==> src/rtl/c8_useq_pkg.sv <==
package c8_useq_pkg;

  localparam int CLS_W  = 6;
  localparam int STEP_W = 6;
  localparam int LEN_W  = STEP_W + 1;

  localparam logic [CLS_W-1:0] CL_UNDEF = 6'h00;
  localparam logic [CLS_W-1:0] CL_CLS   = 6'h01;
  localparam logic [CLS_W-1:0] CL_RET   = 6'h02;
  localparam logic [CLS_W-1:0] CL_JP    = 6'h03;
  localparam logic [CLS_W-1:0] CL_CALL  = 6'h04;
  localparam logic [CLS_W-1:0] CL_SEQI  = 6'h05;
  localparam logic [CLS_W-1:0] CL_SNEI  = 6'h06;
  localparam logic [CLS_W-1:0] CL_SEQR  = 6'h07;
  localparam logic [CLS_W-1:0] CL_LDI   = 6'h08;
  localparam logic [CLS_W-1:0] CL_ADDI  = 6'h09;
  localparam logic [CLS_W-1:0] CL_ALU   = 6'h10;
  localparam logic [CLS_W-1:0] CL_SNER  = 6'h20;
  localparam logic [CLS_W-1:0] CL_LDIX  = 6'h21;
  localparam logic [CLS_W-1:0] CL_JPV   = 6'h22;
  localparam logic [CLS_W-1:0] CL_RND   = 6'h23;
  localparam logic [CLS_W-1:0] CL_DRAW  = 6'h24;
  localparam logic [CLS_W-1:0] CL_SKP   = 6'h25;
  localparam logic [CLS_W-1:0] CL_SKNP  = 6'h26;
  localparam logic [CLS_W-1:0] CL_GDT   = 6'h27;
  localparam logic [CLS_W-1:0] CL_KEY   = 6'h28;
  localparam logic [CLS_W-1:0] CL_SDT   = 6'h29;
  localparam logic [CLS_W-1:0] CL_SST   = 6'h2A;
  localparam logic [CLS_W-1:0] CL_ADDIX = 6'h2B;
  localparam logic [CLS_W-1:0] CL_FONT  = 6'h2C;
  localparam logic [CLS_W-1:0] CL_BCD   = 6'h2D;
  localparam logic [CLS_W-1:0] CL_STORE = 6'h2E;
  localparam logic [CLS_W-1:0] CL_LOAD  = 6'h2F;

  typedef enum logic [1:0] {SEL_X, SEL_Y, SEL_F, SEL_I} rsel_e;
  typedef enum logic [2:0] {FN_PASSB, FN_OR, FN_AND, FN_XOR,
                            FN_ADD, FN_SUB, FN_SHIFT, FN_CMP} afn_e;

  // Bit 20 down to bit 0
  typedef struct packed {
    logic  seq_done;
    logic  ir_hi_ld;
    logic  ir_lo_ld;
    logic  mem_oe;
    logic  pc_inc;
    logic  pc_ld;
    logic  reg_oe;
    logic  reg_we;
    rsel_e reg_sel;
    logic  opa_ld;
    logic  opb_ld;
    logic  alu_oe;
    afn_e  alu_fn;
    logic  flag_ld;
    logic  k_oe;
    logic  k_val;
    logic  imm_oe;
    logic  blk_next;
  } cw_t;

  localparam int CW_W = $bits(cw_t);

  function automatic afn_e alu_fn_of(input logic [3:0] n);
    case (n)
      4'h1:    return FN_OR;
      4'h2:    return FN_AND;
      4'h3:    return FN_XOR;
      4'h4:    return FN_ADD;
      4'h5:    return FN_SUB;
      4'h6:    return FN_SHIFT;
      4'h7:    return FN_SUB;
      4'hE:    return FN_SHIFT;
      default: return FN_PASSB;
    endcase
  endfunction

  function automatic logic is_skip(input logic [CLS_W-1:0] c);
    return (c == CL_SEQI) || (c == CL_SNEI) || (c == CL_SEQR) || (c == CL_SNER);
  endfunction

  function automatic logic [LEN_W-1:0] uc_len(input logic [CLS_W-1:0] c);
    if (c == CL_UNDEF) return 7'd3;
    if (c[5:4] == 2'b01) begin
      if (c[3:0] <= 4'h3) return 7'd6;
      if (c[3:0] <= 4'h7 || c[3:0] == 4'hE) return 7'd7;
      return 7'd3;
    end
    if (c > CL_ADDI && c < CL_ALU) return 7'd3;
    if (c > CL_LOAD) return 7'd3;
    if (is_skip(c)) return 7'd8;
    if (c == CL_STORE || c == CL_LOAD) return 7'd46;
    return 7'd6;
  endfunction

  function automatic cw_t uc_lookup(input logic [CLS_W-1:0] c, input logic fl,
                                    input logic [STEP_W-1:0] st);
    cw_t              w;
    logic [LEN_W-1:0] n;
    logic [STEP_W-1:0] ph;
    logic             take;
    w    = '0;
    n    = uc_len(c);
    ph   = (st - 6'd2) % 6'd3;
    take = (c == CL_SEQI || c == CL_SEQR) ? fl : ~fl;
    if (st == 6'd0) begin
      w.ir_hi_ld = 1'b1; w.mem_oe = 1'b1; w.pc_inc = 1'b1;
    end else if (st == 6'd1) begin
      w.ir_lo_ld = 1'b1; w.mem_oe = 1'b1; w.pc_inc = 1'b1;
    end else if ({1'b0, st} >= n - 7'd1) begin
      w.seq_done = 1'b1;
    end else if (c[5:4] == 2'b01) begin
      w.alu_fn = alu_fn_of(c[3:0]);
      case (st)
        6'd2: begin w.reg_oe = 1'b1; w.reg_sel = SEL_X; w.opa_ld = 1'b1; end
        6'd3: begin w.reg_oe = 1'b1; w.reg_sel = SEL_Y; w.opb_ld = 1'b1; end
        6'd4: begin
          w.alu_oe = 1'b1; w.reg_we = 1'b1; w.reg_sel = SEL_X;
          w.flag_ld = (n == 7'd7);
        end
        default: begin
          w.reg_we = 1'b1; w.reg_sel = SEL_F; w.k_oe = 1'b1; w.k_val = fl;
        end
      endcase
    end else if (is_skip(c)) begin
      case (st)
        6'd2: begin w.reg_oe = 1'b1; w.reg_sel = SEL_X; w.opa_ld = 1'b1; end
        6'd3: begin
          w.opb_ld = 1'b1;
          if (c == CL_SEQR || c == CL_SNER) begin
            w.reg_oe = 1'b1; w.reg_sel = SEL_Y;
          end else begin
            w.imm_oe = 1'b1;
          end
        end
        6'd4:    begin w.alu_fn = FN_CMP; w.flag_ld = 1'b1; end
        default: w.pc_inc = take;
      endcase
    end else if (c == CL_STORE || c == CL_LOAD) begin
      case (ph)
        6'd0: begin w.reg_oe = 1'b1; w.reg_sel = SEL_I; end
        6'd1: begin
          w.reg_sel = SEL_X;
          if (c == CL_STORE) w.reg_oe = 1'b1;
          else begin w.mem_oe = 1'b1; w.reg_we = 1'b1; end
        end
        default: w.blk_next = 1'b1;
      endcase
    end else begin
      case (st)
        6'd2:    begin w.reg_oe = 1'b1; w.reg_sel = SEL_X; w.opa_ld = 1'b1; end
        6'd3:    begin w.imm_oe = 1'b1; w.opb_ld = 1'b1; w.alu_fn = FN_ADD; end
        default: begin
          w.alu_oe = 1'b1; w.reg_we = 1'b1; w.reg_sel = SEL_X; w.alu_fn = FN_ADD;
        end
      endcase
    end
    return w;
  endfunction

endpackage

==> src/rtl/c8_predecode.sv <==
module c8_predecode
  import c8_useq_pkg::*;
#(
  parameter int INSTR_W = 16
) (
  input  logic [INSTR_W-1:0] instr,
  output logic [CLS_W-1:0]   cls
);
  localparam int OP_LSB = INSTR_W - 4;

  logic [3:0] op;
  logic [3:0] nib;
  logic [7:0] lo8;

  assign op  = instr[INSTR_W-1:OP_LSB];
  assign nib = instr[3:0];
  assign lo8 = instr[7:0];

  always_comb begin
    cls = CL_UNDEF;
    case (op)
      4'h0: begin
        if (instr == 16'h00E0)      cls = CL_CLS;
        else if (instr == 16'h00EE) cls = CL_RET;
      end
      4'h1: cls = CL_JP;
      4'h2: cls = CL_CALL;
      4'h3: cls = CL_SEQI;
      4'h4: cls = CL_SNEI;
      4'h5: if (nib == 4'h0) cls = CL_SEQR;
      4'h6: cls = CL_LDI;
      4'h7: cls = CL_ADDI;
      4'h8: if (nib <= 4'h7 || nib == 4'hE) cls = {2'b01, nib};
      4'h9: if (nib == 4'h0) cls = CL_SNER;
      4'hA: cls = CL_LDIX;
      4'hB: cls = CL_JPV;
      4'hC: cls = CL_RND;
      4'hD: cls = CL_DRAW;
      4'hE: begin
        if (lo8 == 8'h9E)      cls = CL_SKP;
        else if (lo8 == 8'hA1) cls = CL_SKNP;
      end
      default: begin
        case (lo8)
          8'h07:   cls = CL_GDT;
          8'h0A:   cls = CL_KEY;
          8'h15:   cls = CL_SDT;
          8'h18:   cls = CL_SST;
          8'h1E:   cls = CL_ADDIX;
          8'h29:   cls = CL_FONT;
          8'h33:   cls = CL_BCD;
          8'h55:   cls = CL_STORE;
          8'h65:   cls = CL_LOAD;
          default: cls = CL_UNDEF;
        endcase
      end
    endcase
  end
endmodule

==> src/rtl/c8_ustep_ctr.sv <==
module c8_ustep_ctr #(
  parameter int STEP_W = 6
) (
  input  logic              clk,
  input  logic              rst,
  input  logic              step_mode,
  input  logic              step_req,
  input  logic              done,
  output logic              adv,
  output logic [STEP_W-1:0] step_q,
  output logic [STEP_W-1:0] step_d
);
  logic req_q;

  always_ff @(posedge clk) begin
    if (rst) req_q <= 1'b0;
    else     req_q <= step_req;
  end

  assign adv = ~rst & (step_mode ? (step_req & ~req_q) : 1'b1);

  always_comb begin
    if (rst)                     step_d = '0;
    else if (!adv)               step_d = step_q;
    else if (done || (&step_q))  step_d = '0;
    else                         step_d = step_q + 1'b1;
  end

  always_ff @(posedge clk) step_q <= step_d;


  step_wrap_chk: assert property (@(posedge clk) disable iff (rst)
    (adv && done) |=> (step_q == '0));


  step_inc_chk: assert property (@(posedge clk) disable iff (rst)
    (adv && !done && !(&step_q)) |=> (step_q == $past(step_q) + 1'b1));


  step_hold_chk: assert property (@(posedge clk) disable iff (rst)
    !adv |=> $stable(step_q));


  single_pulse_chk: assert property (@(posedge clk) disable iff (rst)
    (step_mode && adv) |=> (!adv || !step_mode));
endmodule

==> src/rtl/c8_ucode_rom.sv <==
module c8_ucode_rom
  import c8_useq_pkg::*;
#(
  parameter int C_W = CLS_W,
  parameter int S_W = STEP_W
) (
  input  logic                 clk,
  input  logic                 en,
  input  logic [C_W+S_W:0]     addr,
  output logic [CW_W-1:0]      data_q
);
  localparam int ADDR_W = C_W + S_W + 1;
  localparam int FL_BIT = S_W;

  logic [C_W-1:0] a_cls;
  logic           a_fl;
  logic [S_W-1:0] a_st;

  assign a_cls = addr[ADDR_W-1:FL_BIT+1];
  assign a_fl  = addr[FL_BIT];
  assign a_st  = addr[S_W-1:0];

  always_ff @(posedge clk) begin
    if (en) data_q <= uc_lookup(a_cls, a_fl, a_st);
  end
endmodule

==> src/rtl/c8_useq.sv <==
module c8_useq
  import c8_useq_pkg::*;
#(
  parameter int BYTE_W = 8
) (
  input  logic                clk,
  input  logic                rst,
  input  logic                step_mode,
  input  logic                step_req,
  input  logic [BYTE_W-1:0]   bus_in,
  input  logic                alu_flag,
  output logic [CW_W-1:0]     ctrl_word,
  output logic [STEP_W-1:0]   step_no,
  output logic [CLS_W-1:0]    ins_class,
  output logic                flag_out,
  output logic [2*BYTE_W-1:0] instr,
  output logic                exec_en,
  output logic                pc_clr
);
  localparam int ADDR_W = CLS_W + STEP_W + 1;

  logic [BYTE_W-1:0]  ir_hi_q, ir_lo_q;
  logic [CLS_W-1:0]   cls_q, cls_d, cls_nxt;
  logic               flag_q, flag_d;
  logic               adv;
  logic [STEP_W-1:0]  step_q, step_d;
  logic [CW_W-1:0]    rom_q;
  logic [ADDR_W-1:0]  rom_addr;
  cw_t                cw;

  assign cw = cw_t'(rom_q);

  c8_predecode #(.INSTR_W(2*BYTE_W)) u_pdec (
    .instr ({ir_hi_q, bus_in}),
    .cls   (cls_nxt)
  );

  c8_ustep_ctr #(.STEP_W(STEP_W)) u_ctr (
    .clk       (clk),
    .rst       (rst),
    .step_mode (step_mode),
    .step_req  (step_req),
    .done      (cw.seq_done),
    .adv       (adv),
    .step_q    (step_q),
    .step_d    (step_d)
  );

  assign cls_d  = (adv && cw.ir_lo_ld) ? cls_nxt  : cls_q;
  assign flag_d = (adv && cw.flag_ld)  ? alu_flag : flag_q;

  assign rom_addr = rst ? '0 : {cls_d, flag_d, step_d};

  c8_ucode_rom #(.C_W(CLS_W), .S_W(STEP_W)) u_rom (
    .clk    (clk),
    .en     (rst | adv),
    .addr   (rom_addr),
    .data_q (rom_q)
  );

  always_ff @(posedge clk) begin
    if (rst) begin
      ir_hi_q <= '0;
      ir_lo_q <= '0;
      cls_q   <= CL_UNDEF;
      flag_q  <= 1'b0;
    end else begin
      if (adv && cw.ir_hi_ld) ir_hi_q <= bus_in;
      if (adv && cw.ir_lo_ld) ir_lo_q <= bus_in;
      cls_q  <= cls_d;
      flag_q <= flag_d;
    end
  end

  assign ctrl_word = rom_q;
  assign step_no   = step_q;
  assign ins_class = cls_q;
  assign flag_out  = flag_q;
  assign instr     = {ir_hi_q, ir_lo_q};
  assign exec_en   = adv;
  assign pc_clr    = rst;


  fetch_lo_chk: assert property (@(posedge clk) disable iff (rst)
    (step_q == 6'd1) |-> (cw.ir_lo_ld && cw.mem_oe && cw.pc_inc && !cw.seq_done));


  fetch_hi_chk: assert property (@(posedge clk) disable iff (rst)
    (step_q == 6'd0) |-> (cw.ir_hi_ld && cw.mem_oe && cw.pc_inc));


  undef_end_chk: assert property (@(posedge clk) disable iff (rst)
    (step_q == 6'd2 && cls_q == CL_UNDEF) |-> (cw.seq_done && !cw.reg_we && !cw.pc_ld));


  flag_hold_chk: assert property (@(posedge clk) disable iff (rst)
    !(adv && cw.flag_ld) |=> $stable(flag_q));
endmodule

==> config.mk <==
export PLATFORM = sky130hd
export DESIGN_NAME = c8_useq
export DESIGN_NICKNAME = d
export VERILOG_FILES = /design/src/rtl/c8_useq_pkg.sv /design/src/rtl/c8_predecode.sv /design/src/rtl/c8_ustep_ctr.sv /design/src/rtl/c8_ucode_rom.sv /design/src/rtl/c8_useq.sv
export SDC_FILE = /design/constraint.sdc
export NUM_CORES = 1
export LEC_CHECK = 0
export BUFFER_PORTS_ARGS = -buffer_cell sky130_fd_sc_hd__buf_2
export CAP_MARGIN = 20
export CORE_ASPECT_RATIO = 1.75
export CORE_UTILIZATION = 58
export DETAILED_ROUTE_END_ITERATION = 7
export PLACE_DENSITY = 0.84
export RECOVER_POWER = 25
export SKIP_CTS_REPAIR_TIMING = 1
export SYNTH_ARGS = -nofsm -noshare
export SYNTH_HDL_FRONTEND = slang
export SYNTH_SLANG_ARGS = --single-unit
==> constraint.sdc <==
create_clock -name clk -period 9.3 [get_ports clk]
set_clock_uncertainty 0.1 [all_clocks]
set_input_delay 1.86 -clock clk [delete_from_list [all_inputs] [get_ports clk]]
set_output_delay 1.86 -clock clk [all_outputs]
set_load 0.1 [all_outputs]
After elaboration in Yosys (flattened, before gate mapping). Memory sizes are Yosys's and may differ from the RTL's. Index checks and enable logic that the tools add are counted.

Register bits: 50. ROM bits: 48. Input port bits: 13. Output and inout bits: 52. Logic and storage cells: 223. Memories: 1.

Memory list: (name not given) (words 16, bits a word 3, read ports 1, clocked after Yosys merged registers in 0, write ports 0, RTL line c8_useq_pkg.sv:64) `case (n)`.

Add/sub/neg operators: 3. Divide/modulo/power cells: 1. Order comparisons: 7. Equal/unequal tests: 42. Multiplexer cells: 118. Bitwise logic cells: 8. Reductions and logical operators: 29.

Operators by type and width (count): $mux W7 (23); $pmux W6 S15 (1); $mux W1 (67); $mux W6 (9); $pmux W6 S9 (1); $eq A4 B4 Y1 const B (9); $eq A16 B8 Y1 const B (2); $eq A6 B3 Y1 const B (4); $eq A8 B5 Y1 const B (3); $eq A6 B6 Y1 const B (3); $logic_not A6 Y1 (3); $eq A4 B3 Y1 const B (4); $eq A8 B6 Y1 const B (2); $eq A8 B7 Y1 const B (2); $eq A8 B8 Y1 const B (2); $mux W13 (1); $eq A6 B1 Y1 const B (2); $eq A6 B2 Y1 const B (2); $mux W4 (3); $mux W11 (1); $mux W2 (5); $logic_or A1 B1 Y1 (9); $mux W3 (3); $eq A4 B2 Y1 const B (2); other kinds (29) (45).

Depth between registers and ports, before layout. Gate-level depths: netlist of run 1.

Depth in word-level cells: 40. Mapped depth: 27. Gate-level depth less buffers: 24.

Modules after synthesis. From an unflattened synthesis of run 1, not the netlist that was laid out.

Cells, all modules: 513. Area, all modules: 4440.5 um^2.

By module, submodules not included: c8_ucode_rom (instances 1, cells each 286, area an instance 2468.6 um^2, sequential area each 600.6 um^2); c8_useq (instances 1, cells each 109, area an instance 1071.0 um^2, sequential area each 460.4 um^2); c8_predecode (instances 1, cells each 80, area an instance 538.0 um^2, sequential area each 0.0 um^2); c8_ustep_ctr (instances 1, cells each 38, area an instance 362.8 um^2, sequential area each 140.1 um^2).

Least setup slack after synthesis of run 1. No wires, ideal clock.

Path kind: input port to flip-flop. From: input port step_req. To: register u_rom.data_q[0] (data pin). Library setup time: 0.157 ns. Arrival: 7.467 ns. Data required time: 9.043 ns. Slack: 1.576 ns. Stages: 25. Buffers on the path: 5. Cells stage by stage: nand2b_1 -> buf_6 -> a21oi_1 -> and2_1 -> clkbuf_1 -> buf_2 -> nor3b_1 -> a41oi_1 -> o21ai_0 -> and2_1 -> a211oi_1 -> inv_1 -> ha_1 -> ha_1 -> a21o_1 -> a21oi_1 -> nor2b_1 -> o21ai_0 -> nand2b_1 -> a21oi_1 -> a41oi_1 -> or2_2 -> clkbuf_1 -> buf_2 -> nor3_1.

Cells in the longest elaborated chain, start to end: 32. Elaborated cells between the ends (all ways): 97. Those cells by class: add/sub (2); div (1); order compare (6); eq/ne (10); mux (63); bitwise (3); reduce/logical (12).

Ends and longest elaborated chain: start, declared (RTL line c8_useq.sv:9) `input logic step_req,`; $and A1 B1 Y1 (*) (RTL line c8_ustep_ctr.sv:20) `assign adv = ~rst & (step_mode ? (step_req & ~req_q) : 1'b1);`; $mux W1 (*) (RTL line c8_ustep_ctr.sv:20); $and A1 B1 Y1 (*) (RTL line c8_ustep_ctr.sv:20); net exec_en (RTL line c8_useq.sv:17) `output logic exec_en,`; $logic_and A1 B1 Y1 (RTL line c8_useq.sv:49) `assign cls_d = (adv && cw.ir_lo_ld) ? cls_nxt : cls_q;`; $mux W6 (RTL line c8_useq.sv:49); $mux W13 (*) (RTL line c8_useq.sv:52) `assign rom_addr = rst ? '0 : {cls_d, flag_d, step_d};`; parallel branches: the longest is 26 deep, another holds $sub A6 B2 Y6; end signal, assigned (RTL line c8_ucode_rom.sv:24) `if (en) data_q <= uc_lookup(a_cls, a_fl, a_st);`; end, declared (RTL line c8_ucode_rom.sv:10) `output logic [CW_W-1:0] data_q`.

Mark *: on every way through the listed nets, which the timed path passes. The select of a mux whose other input is x is not followed. A chain may end at the register's enable or synchronous reset.

Worst setup path in the final report of run 1.
From: input port step_req. To: register u_rom.data_q[11] (data pin).

Elaborated cells between the ends (all ways): 105. Those cells by class: add/sub (2); div (1); order compare (6); eq/ne (12); mux (69); bitwise (2); reduce/logical (13).

RTL lines: $and A1 B1 Y1 (*) (RTL line c8_ustep_ctr.sv:20); $mux W1 (*) (RTL line c8_ustep_ctr.sv:20); $and A1 B1 Y1 (*) (RTL line c8_ustep_ctr.sv:20); $mux W6 (*) (RTL line c8_ustep_ctr.sv:24) `else if (!adv) step_d = step_q;`; $mux W6 (*) (RTL line c8_ustep_ctr.sv:23) `if (rst) step_d = '0;`; net step_d[2] (RTL line c8_useq.sv:26) `logic [STEP_W-1:0] step_q, step_d;`; $mux W13 (*) (RTL line c8_useq.sv:52); $sub A6 B2 Y6 (RTL line c8_useq_pkg.sv:103) `ph = (st - 6'd2) % 6'd3;`; $mod A6 B2 Y6 (RTL line c8_useq_pkg.sv:103); $logic_not A6 Y1 (RTL line c8_useq_pkg.sv:139) `case (ph)`; $mux W2 (RTL line c8_useq_pkg.sv:139); $mux W4 (RTL line c8_useq_pkg.sv:138) `end else if (c == CL_STORE || c == CL_LOAD) begin`; $mux W4 (RTL line c8_useq_pkg.sv:124) `end else if (is_skip(c)) begin`; $mux W11 (RTL line c8_useq_pkg.sv:111) `end else if (c[5:4] == 2'b01) begin`.

The timed path passes the listed nets; every way through them passes the cells marked *. The select of a mux whose other input is x is not followed.

==> impl_metrics.toml, run 1 <==
[status]
status = "finished clean"

[synth]
ys_ff_latch = 50
synth_edf_count = 20
synthesis.nets = 562
seq_area_frac_synth_pct = 28.3
syn_avg_cell_area_um2 = 7.96
synth_flop_cell = "dfxtp_1"
synthCells = 533
synthArstFlopShare_pct = 0
yosys_warnings = 0
yosysUniqueCellTypes = 85
synth_area_um2 = 4250

[floorplan]
std_cell_rows = 40
core_area_um2 = 6960
die_area_um2 = 7680
dieWidth_um = 66.7
start_util_pct = 61.0
ios = 65
die_h_um = 115

[global_routing]
grt_max_degree = 39
grt_overflow = 0
antenna_found_initial = 0
grt_pass1_vias = 4153
grt_pass1_wl_um = 19300
grt.total_usage_pct = 32.8

[critical_path]
path_cells = "clkbuf_1, nor2b_1, nor2_1, nor4b_1, a21oi_1, nor2_1, inv_1, ha_1, xnor2_1, o32ai_1, or3_1, ha_1, a221oi_1, o211a_1, nand2b_1, nand2_1, o21ai_0, ha_1, a311oi_1, a22oi_1, nor3b_2, nand2_1, a221oi_2"
critPathSlowestCell = "xnor2_1"
setup.worst_path.start_class = "input pin"
critPathRequiredTime_ns = 9.32
crit_top_cell = "ha_1"
path_max_fanout = 10
critPathCaptureType = "flop"
critical_path_class = "in2reg"
max_stage_delay_ns = 0.74
crit_arrival_ns = 7.54

[placement]
io_buffers = 63
dpl-instance-area_um2 = 4480
gp_congestion = 0.925
dp_hpwl_um = 9200

[route]
drt_pass1_iterations = 5
vias = 4379
avgViaCountPerCell = 6.76
ant_nets = 0
wl_um = 12100
avgRoutedWirePerCell_um = 18.7
drt_iter0_markers = 293
post-route-drc-count = 0

[clocking]
clockBufferDepth = 2
path_clk_slew_ns = 0.06
cts_buffers = 5
root_buffer = "clkbuf_16"
htree_levels = 2
clock_sinks = 50
tritoncts = "done"
clk_latency_ns = 0.29

[finish]
syn2layout_area_growth_pct = 8.16
drive_gt1_share_pct = 11.9
design_area_um2 = 4590
antennaDiodeCount = 0
fill_cells = 610
final_nets = 592

[power]
p_leak_nw = 1.77
peakVddDrop_mv = 0.115
p_per_area_nw_per_um2 = 196

[sta]
rsz0062_at_grt = "false"
relSlewSlack_pct = 21.1
final-setup-viol-count = 0
period_minus_slack_ns = 7.52
clock.fmax_ghz = 0.133
fin_setup_tns_ns = 0
tightest_slew_ns = 1.19
fin_crit_sh_pct = 80.9
finalMaxSlewViolations = 0
hold_viol = 0

[worst_hold_path]
hold_class = "reg2reg"

[flow_run]
maxCapViolCount = 0
-- sequential cells by signal, summed over array words and instances (netlist names) --
register and count:
u_rom.data_q 20, ins_class 6, u_ctr.req_q 1, u_ctr.step_q 6
flag_out 1, ir_lo_q 8, ir_hi_q 8
-- stage by stage --
stage | hold WS [ns] | cells | utilization, % | power [mW] | setup slack [ns]
after detailed placement | 0.363 | 640 | 64.4 | 0.712 | 1.58
after global placement | 0.362 | 640 | 64.4 | 0.705 | 1.90
after CTS | 0.374 | 648 | 66.5 | 0.897 | 1.88
after global routing | 0.409 | 648 | 66.0 | 0.936 | 1.26
after floorplan | 0.677 | 533 | - | 0.637 | 1.58
final | 0.383 | 648 | 66.0 | 0.899 | 1.78
-- placed cells by master, fill, tap and decap left out, types with 20 or more instances in the layout --
cell type | synthesis | routed
edfxtp_1 | 20 | 20
nand2_1 | 49 | 49
nand2b_1 | 26 | 26
o21ai_0 | 44 | 44
inv_1 | 20 | 20
clkbuf_1 | 26 | 28
dfxtp_1 | 30 | 30
buf_2 | 8 | 35
a21oi_1 | 21 | 21
nor2_1 | 36 | 36
-- critical path, delay by kind of cell --
family	cells	cell delay, ns
compound gates	8	1.95
fa+ha+maj	3	0.79
xor+xnor	1	0.74
buf+inv	2	0.27
simple gates	9	1.93
-- layer usage --
metal | vias up | global-route usage [%] | part of all wire (%)
li1 | 2054 | - | -
met1 | 2051 | 31.4 | 35
met2 | 209 | 60.9 | 54
met3 | 65 | 5.65 | 5.7
met4 | 0 | 22.6 | 6.0
met5 | - | 0 | 0
-- final timing paths --
| kind | start | to | slack, ns | cells after the start |
|---|---|---|---|---|
| max | step_req | u_rom.data_q[11] | 1.78 | 23 |
| max reg2reg | u_ctr.step_q[0] | u_rom.data_q[11] | 2.69 | 21 |
| min reg2reg | ir_lo_q[7] | ir_lo_q[7] | 0.38 | 2 |
| min | ir_lo_q[7] | ir_lo_q[7] | 0.38 | 2 |
-- cell usage after synthesis (4+ instances only) --
library cell / count / share of area (%)
dfxtp_1: 30 / 14
or3_1: 5 / 0.74
nor3b_1: 6 / 1.1
and2_1: 6 / 0.88
a211oi_1: 4 / 0.71
nor3_1: 16 / 1.9
o31ai_1: 11 / 1.9
a31oi_1: 8 / 1.2
nand2_1: 49 / 4.3
ha_1: 16 / 4.7
o211ai_1: 4 / 0.71
and3_1: 7 / 1.0
a21oi_1: 21 / 2.5
clkbuf_1: 26 / 2.3
o22ai_1: 8 / 1.2
o2bb2ai_1: 4 / 0.83
edfxtp_1: 20 / 14
o21a_1: 11 / 1.9
xnor2_1: 6 / 1.2
o32ai_1: 4 / 0.83
clkinv_1: 4 / 0.35
buf_2: 8 / 0.94
nand4_1: 10 / 1.5
nor2_1: 36 / 3.2
a21o_1: 6 / 1.1
o21ai_0: 44 / 5.2
nand3_1: 12 / 1.4
nand2b_1: 26 / 3.8
inv_1: 20 / 1.8
nor2b_1: 14 / 2.1
-- where the power goes --
part | total [mW] | switching (mW) | internal, mW
Clock | 0.185 | 0.0769 | 0.108
Combinational | 0.450 | 0.331 | 0.119
Sequential | 0.264 | 0.0169 | 0.247
-- kinds of logic (layout without fill, tap and decap cells) --
logic type | after synthesis | in the layout | synth area share, %
buf+inv | 66 | 97 | 6.90
other cells | 1 | 1 | 0.0883
flops | 50 | 50 | 28.3
simple gates | 213 | 213 | 27.3
fa+ha+maj | 16 | 16 | 4.72
compound gates | 176 | 176 | 30.4
mux | 2 | 2 | 0.501
xor+xnor | 9 | 9 | 1.86
-- layout make-up --
type | instances | area (µm²) | share of cell area [%]
tap | 84 | 105 | 2.29
clock inverter | 1 | 5.00 | 0.109
timing repair buffer | 65 | 295 | 6.43
multi-input combinational | 417 | 2750 | 59.9
sequential | 50 | 1200 | 26.2
clock buffer | 7 | 144 | 3.13
inverter | 24 | 90.1 | 1.96
(Power assumes the default switching activity.)
==> run 2: changes to the inputs <==
==> constraint.sdc (replaced) <==
create_clock -name clk -period 7.5 [get_ports clk]
set_clock_uncertainty 0.1 [all_clocks]
set_input_delay 1.5 -clock clk [delete_from_list [all_inputs] [get_ports clk]]
set_output_delay 1.5 -clock clk [all_outputs]
set_load 0.1 [all_outputs]
==> run 2 against run 1 <==
Against the previous run:
- global-route usage up 2.0 points
- register-to-register slack worse by 1.7 ns
- sequential power up 24%
- critical path depth up 1
- total power up 29%
- non-clock buffer count up 5
- flip-flop and latch count unchanged
- final cell count up 0.77%
- via count up 2.2%
==> impl_metrics.toml, run 2 (same netlist as run 1, synthesis figures left out) <==
[sta]
clock.fmax_ghz = 0.142
fin_setup_tns_ns = 0
final-setup-viol-count = 0
finalMaxSlewViolations = 0
relSlewSlack_pct = 19.9
tightest_slew_ns = 1.21
rsz0062_at_grt = "false"
fin_crit_sh_pct = 93.9
hold_viol = 0
hold-worst-slack_ns = 0.379
period_minus_slack_ns = 7.04

[global_routing]
grt_pass1_vias = 4348
met1_usage_pct = 34.4
grt.total_usage_pct = 34.8
grt_overflow = 0
met3_usage_pct = 5.95
grt_max_degree = 39
grt_util_met2_pct = 63.0
grt.busiest_layer = "met2"
antenna_found_initial = 0
grt_pass1_wl_um = 20600

[power]
p_leak_nw = 1.80
p_per_area_nw_per_um2 = 248
power_mw = 1.16
peakVddDrop_mv = 0.157

[finish]
final_nets = 597
largest_reg_flops = 20
fin_cells = 653
antennaDiodeCount = 0
mostFrequentLayoutCell = "nand2_1"
top_regs = "u_rom.data_q (20), ir_hi_q (8), ir_lo_q (8)"
top_register = "u_rom.data_q"
syn2layout_area_growth_pct = 9.93
drive_gt1_share_pct = 13.0
layout_common_cells = "nand2_1 (49), o21ai_0 (44), nor2_1 (36), buf_2 (35), dfxtp_1 (30)"
design_area_um2 = 4670

[route]
avgViaCountPerCell = 6.85
post-route-drc-count = 0
avgRoutedWirePerCell_um = 19.7
drt_iter0_markers = 326
ant_nets = 0
drt_pass1_iterations = 5
vias = 4474
wl_um = 12800

[placement]
io_buffers = 63
dp_hpwl_um = 9250
dpl-instance-area_um2 = 4520
gp_congestion = 0.935
dp_cells = 645

[clocking]
tritoncts = "done"
clk_latency_ns = 0.29
cts_buffers = 5
clock_sinks = 50
root_buffer = "clkbuf_16"
htree_levels = 2
path_clk_slew_ns = 0.07
clockBufferDepth = 2

[floorplan]
std_cell_rows = 40
start_util_pct = 61.0
die_h_um = 115
core_area_um2 = 6960
ios = 65
dieWidth_um = 66.7
die_area_um2 = 7680

[critical_path]
critPathRequiredTime_ns = 7.53
setup.worst_path.start_class = "input pin"
critPathSlowestCell = "or3_1"
max_stage_delay_ns = 0.39
critPathCaptureType = "flop"
path_max_fanout = 7
critical_path_class = "in2reg"
crit_top_cell = "ha_1"
crit_arrival_ns = 7.07
path_cells = "clkbuf_1, nor2b_1, nor2_1, nor4b_1, a21oi_1, nor2_1, inv_1, ha_1, a31oi_2, or4_1, o32ai_1, or3_1, ha_1, a221oi_1, o211a_1, nand2b_1, nand2_1, o21ai_0, ha_1, o311ai_0, o31ai_1, o41ai_2, nand2_1, a221oi_2"

[status]
status = "finished clean"

[worst_hold_path]
hold_class = "reg2reg"

[flow_run]
maxCapViolCount = 0
## run 2: cell count changes in the layout (fill, tap and decap cells not counted), sizes merged
cell | previous run | this run
clkinv | 5 | 4
buf | 37 | 42
clkbuf | 35 | 36
## run 2: critical path, delay by kind of cell
family | cells | cell delay [ns]
buffers and inverters | 2 | 0.26
AO/OA/AOI/OAI | 10 | 2.48
adder cells (fa/ha/maj) | 3 | 0.80
AND/OR/NAND/NOR | 9 | 2.04
## run 2: final timing paths
kind / from / to / slack [ns] / cells after the start
min: ir_lo_q[7] / ir_lo_q[7] / 0.38 / 2
max reg2reg: u_ctr.step_q[0] / u_rom.data_q[11] / 0.95 / 22
min reg2reg: ir_lo_q[7] / ir_lo_q[7] / 0.38 / 2
max: step_req / u_rom.data_q[11] / 0.46 / 24
## run 2: routing by layer
| metal | part of all wire [%] | vias to the layer above |
|---|---|---|
| li1 | - | 2055 |
| met1 | 35 | 2092 |
| met2 | 53 | 247 |
| met3 | 6.0 | 80 |
| met4 | 6.0 | 0 |
| met5 | 0 | - |
## run 2: area by class of cell
| cell class | instances | area, µm² |
|---|---|---|
| clock buffers | 8 | 168 |
| well taps | 84 | 105 |
| fillers | 604 | 2290 |
| multi-input cells | 417 | 2770 |
| repair buffers | 70 | 333 |
| inverters | 24 | 90.1 |
| flip-flops and latches | 50 | 1200 |
## run 2: per-stage QoR
stage | setup WS, ns | utilization [%]
finish | 0.460 | 67.1
global route | 0.0843 | 67.1
CTS | 0.460 | 67.3
detailed placement | 0.241 | 64.9
global placement | 0.583 | 64.9
floorplan | 0.136 | -
## run 2: power by group
| group | switching [mW] | leakage [nW] | internal [mW] |
|---|---|---|---|
| clock | 0.0988 | 0.0823 | 0.153 |
| sequential | 0.0213 | 0.467 | 0.307 |
| combinational | 0.425 | 1.26 | 0.154 |
| total | 0.545 | 1.80 | 0.614 |
==> run 3: changes to the inputs <==
--- a/config.mk
+++ b/config.mk
@@ -8,11 +8,12 @@
 export BUFFER_PORTS_ARGS = -buffer_cell sky130_fd_sc_hd__buf_2
 export CAP_MARGIN = 20
 export CORE_ASPECT_RATIO = 1.75
-export CORE_UTILIZATION = 58
+export CORE_UTILIZATION = 59
 export DETAILED_ROUTE_END_ITERATION = 7
-export PLACE_DENSITY = 0.84
+export PLACE_DENSITY = 0.85
 export RECOVER_POWER = 25
 export SKIP_CTS_REPAIR_TIMING = 1
 export SYNTH_ARGS = -nofsm -noshare
 export SYNTH_HDL_FRONTEND = slang
+export SYNTH_HIERARCHICAL = 1
 export SYNTH_SLANG_ARGS = --single-unit
==> run 3 against run 2 <==
Against the previous run:
- critical path type unchanged
- largest power group is now registers
- largest cell class unchanged
- core utilization is 1.3 points lower
- non-clock buffer count is 3 higher
- global-route usage is 5.1 points lower
==> impl_metrics.toml, run 3 <==
[critical_path]
r2r_end = "u_rom/data_q[12]"
max_stage_delay_ns = 0.52
worst-path-buf-inv = 2
critPathRequiredTime_ns = 7.51
path_max_fanout = 18
critical_path_class = "in2reg"
reg2reg_depth = 21
critPathCaptureType = "flop"
reg2reg_from = "u_ctr/step_q[0]"
r2r_slack_ns = 1.24
path_cells = "clkbuf_1, nand2b_4, and2_0, o21bai_1, nor2_1, nor2b_1, inv_1, ha_1, nor2_1, o21ai_0, nand4b_1, a21o_1, and2_2, ha_1, a211o_1, a211oi_2, a21boi_0, o21ai_0, a211oi_1, o221ai_2, o31ai_1"
cp_top_family = "compound AO/OA/AOI/OAI gates"
critPathSlowestCell = "a211oi_1"
crit_arrival_ns = 6.91
setup.worst_path.start_class = "input pin"
cp.depth = 21

[route]
vias = 4262
wl_um = 11700
ant_nets = 0
drt_iter0_markers = 355
avgRoutedWirePerCell_um = 18.2
avgViaCountPerCell = 6.62
drt_pass1_iterations = 5
post-route-drc-count = 0

[placement]
dp_hpwl_um = 8590
io_buffers = 63
place_ws_ns = 0.496
gp_congestion = 0.962

[sta]
rsz0062_at_grt = "false"
tightest_slew_ns = 1.18
hold_viol = 0
finalMaxSlewViolations = 0
final-setup-viol-count = 0
period_minus_slack_ns = 6.90
clock.fmax_ghz = 0.145
fin_crit_sh_pct = 92.0
setup_ws_ns = 0.600
fin_setup_tns_ns = 0
relSlewSlack_pct = 21.9

[clocking]
htree_levels = 2
path_clk_slew_ns = 0.06
tritoncts = "done"
clock_sinks = 50
clockBufferDepth = 2
root_buffer = "clkbuf_16"
clk_latency_ns = 0.29
cts_buffers = 5

[worst_hold_path]
hold_class = "reg2reg"
hold_depth = 2
holdPathEnd = "ir_lo_q[3]"
hp-start = "ir_lo_q[3]"

[global_routing]
antenna_found_initial = 0
grt_pass1_wl_um = 18000
grt_util_met2_pct = 55.0
met3_usage_pct = 3.42
grt_max_degree = 32
grt.total_usage_pct = 29.7
grt_pass1_vias = 4000
grt_overflow = 0
grt.busiest_layer = "met2"
met1_usage_pct = 29.9

[finish]
fill_cells = 632
multi_input_area_um2 = 2850
final_nets = 586
drive_gt1_share_pct = 19.5
antennaDiodeCount = 0
top_regs = "u_rom/data_q (20), ir_hi_q (8), ir_lo_q (8)"
mostFrequentLayoutCell = "buf_2"
largest_reg_flops = 20
top_register = "u_rom/data_q"
syn2layout_area_growth_pct = 7.21
regArea_um2 = 1200
layout_common_cells = "buf_2 (56), nand2b_1 (36), a21oi_1 (35), dfxtp_1 (30), nor2_1 (30)"

[synth]
synth_edf_count = 20
synth_commonest_cells = "nand2b_1 (36), a21oi_1 (35), dfxtp_1 (30), nor2_1 (30), nand3_1 (26)"
synth_flop_cell = "dfxtp_1"
synthesis.nets = 542
synth_area_um2 = 4440
yosys_warnings = 6
synthCells = 513
netlist_top_cells_area = "dfxtp_1 (14%), edfxtp_1 (14%), nand2b_1 (5.1%)"
seq_area_frac_synth_pct = 27.0
synth_top_area_share_pct = 13.5
synth_top_area_cell = "dfxtp_1"
synthArstFlopShare_pct = 0
ys_ff_latch = 50
syn_avg_cell_area_um2 = 8.66
synth_most_common_cell = "nand2b_1"
yosysUniqueCellTypes = 94

[flow_run]
maxCapViolCount = 0

[floorplan]
core_area_um2 = 7230
dieWidth_um = 67.6
ios = 65
die_area_um2 = 7890
die_h_um = 117
std_cell_rows = 41
start_util_pct = 61.4

[power]
p_leak_nw = 1.93
peakVddDrop_mv = 0.103
p_per_area_nw_per_um2 = 163

[status]
status = "finished clean"
-- run 3: logic make-up after synthesis --
family	Yosys count	synth area share (%)
compound gates	144	24.2
flops	50	27.1
mux	20	4.56
xor+xnor	13	2.56
fa+ha+maj	16	4.51
buf+inv	58	8.42
simple gates	211	28.6
other cells	1	0.0844
-- run 3: how the worst max path moves through the flow --
stage / start / to / slack (ns)
floorplan: step_req / u_rom/data_q[14] / 0.81
global placement: step_req / u_rom/data_q[17] / 0.72
detailed placement: step_req / u_rom/data_q[12] / 0.50
CTS: step_req / u_rom/data_q[12] / 0.78
global route: step_req / u_rom/data_q[12] / 0.16
finish: step_req / u_rom/data_q[12] / 0.60
-- run 3: final cells by class --
class	count	area share, %
Multi-Input combinational cell	405	59.9
Sequential cell	50	25.2
Timing Repair Buffer	73	7.94
Clock buffer	5	2.63
Tap cell	86	2.26
Inverter	22	1.73
Clock inverter	3	0.342
-- run 3: per-layer routing --
layer / wire length (µm) / up-vias
met1: 4380 / 2022
met2: 6260 / 185
met3: 458 / 55
li1: - / 2000
met5: 0 / -
met4: 618 / 0
-- run 3: per-stage QoR --
step	power (mW)	std cells	instance area (µm²)	hold slack, ns	util, %
final	0.775	644	4760	0.382	65.8
after global routing	0.802	644	4760	0.398	65.8
after CTS	0.776	643	4780	0.388	66.1
after detailed placement	0.559	635	4640	0.376	64.1
after global placement	0.552	635	4640	0.360	64.1
after floorplan	0.517	513	4440	0.550	-
-- run 3: power by group --
group,internal (mW),total [mW],switching (mW)
Sequential,0.295,0.309,0.0132
Clock,0.122,0.220,0.0983
Combinational,0.0628,0.247,0.184
Total,0.480,0.775,0.295
-- run 3: worst register-to-register path: stages (launching register included) --
cell and delay (ns):
dfxtp_1 0.38, ha_1 0.25, and3_4 0.19, a31oi_1 0.22, nand3_1 0.10, a21oi_1 0.15, nor2b_1 0.21, buf_4 0.28
ha_1 0.23, and2b_2 0.32, o21ai_0 0.31, nand4b_1 0.25, a21o_1 0.26, and2_2 0.20, ha_1 0.23, a211o_1 0.24
a211oi_2 0.42, a21boi_0 0.47, o21ai_0 0.27, a211oi_1 0.52, o221ai_2 0.19, o31ai_1 0.27
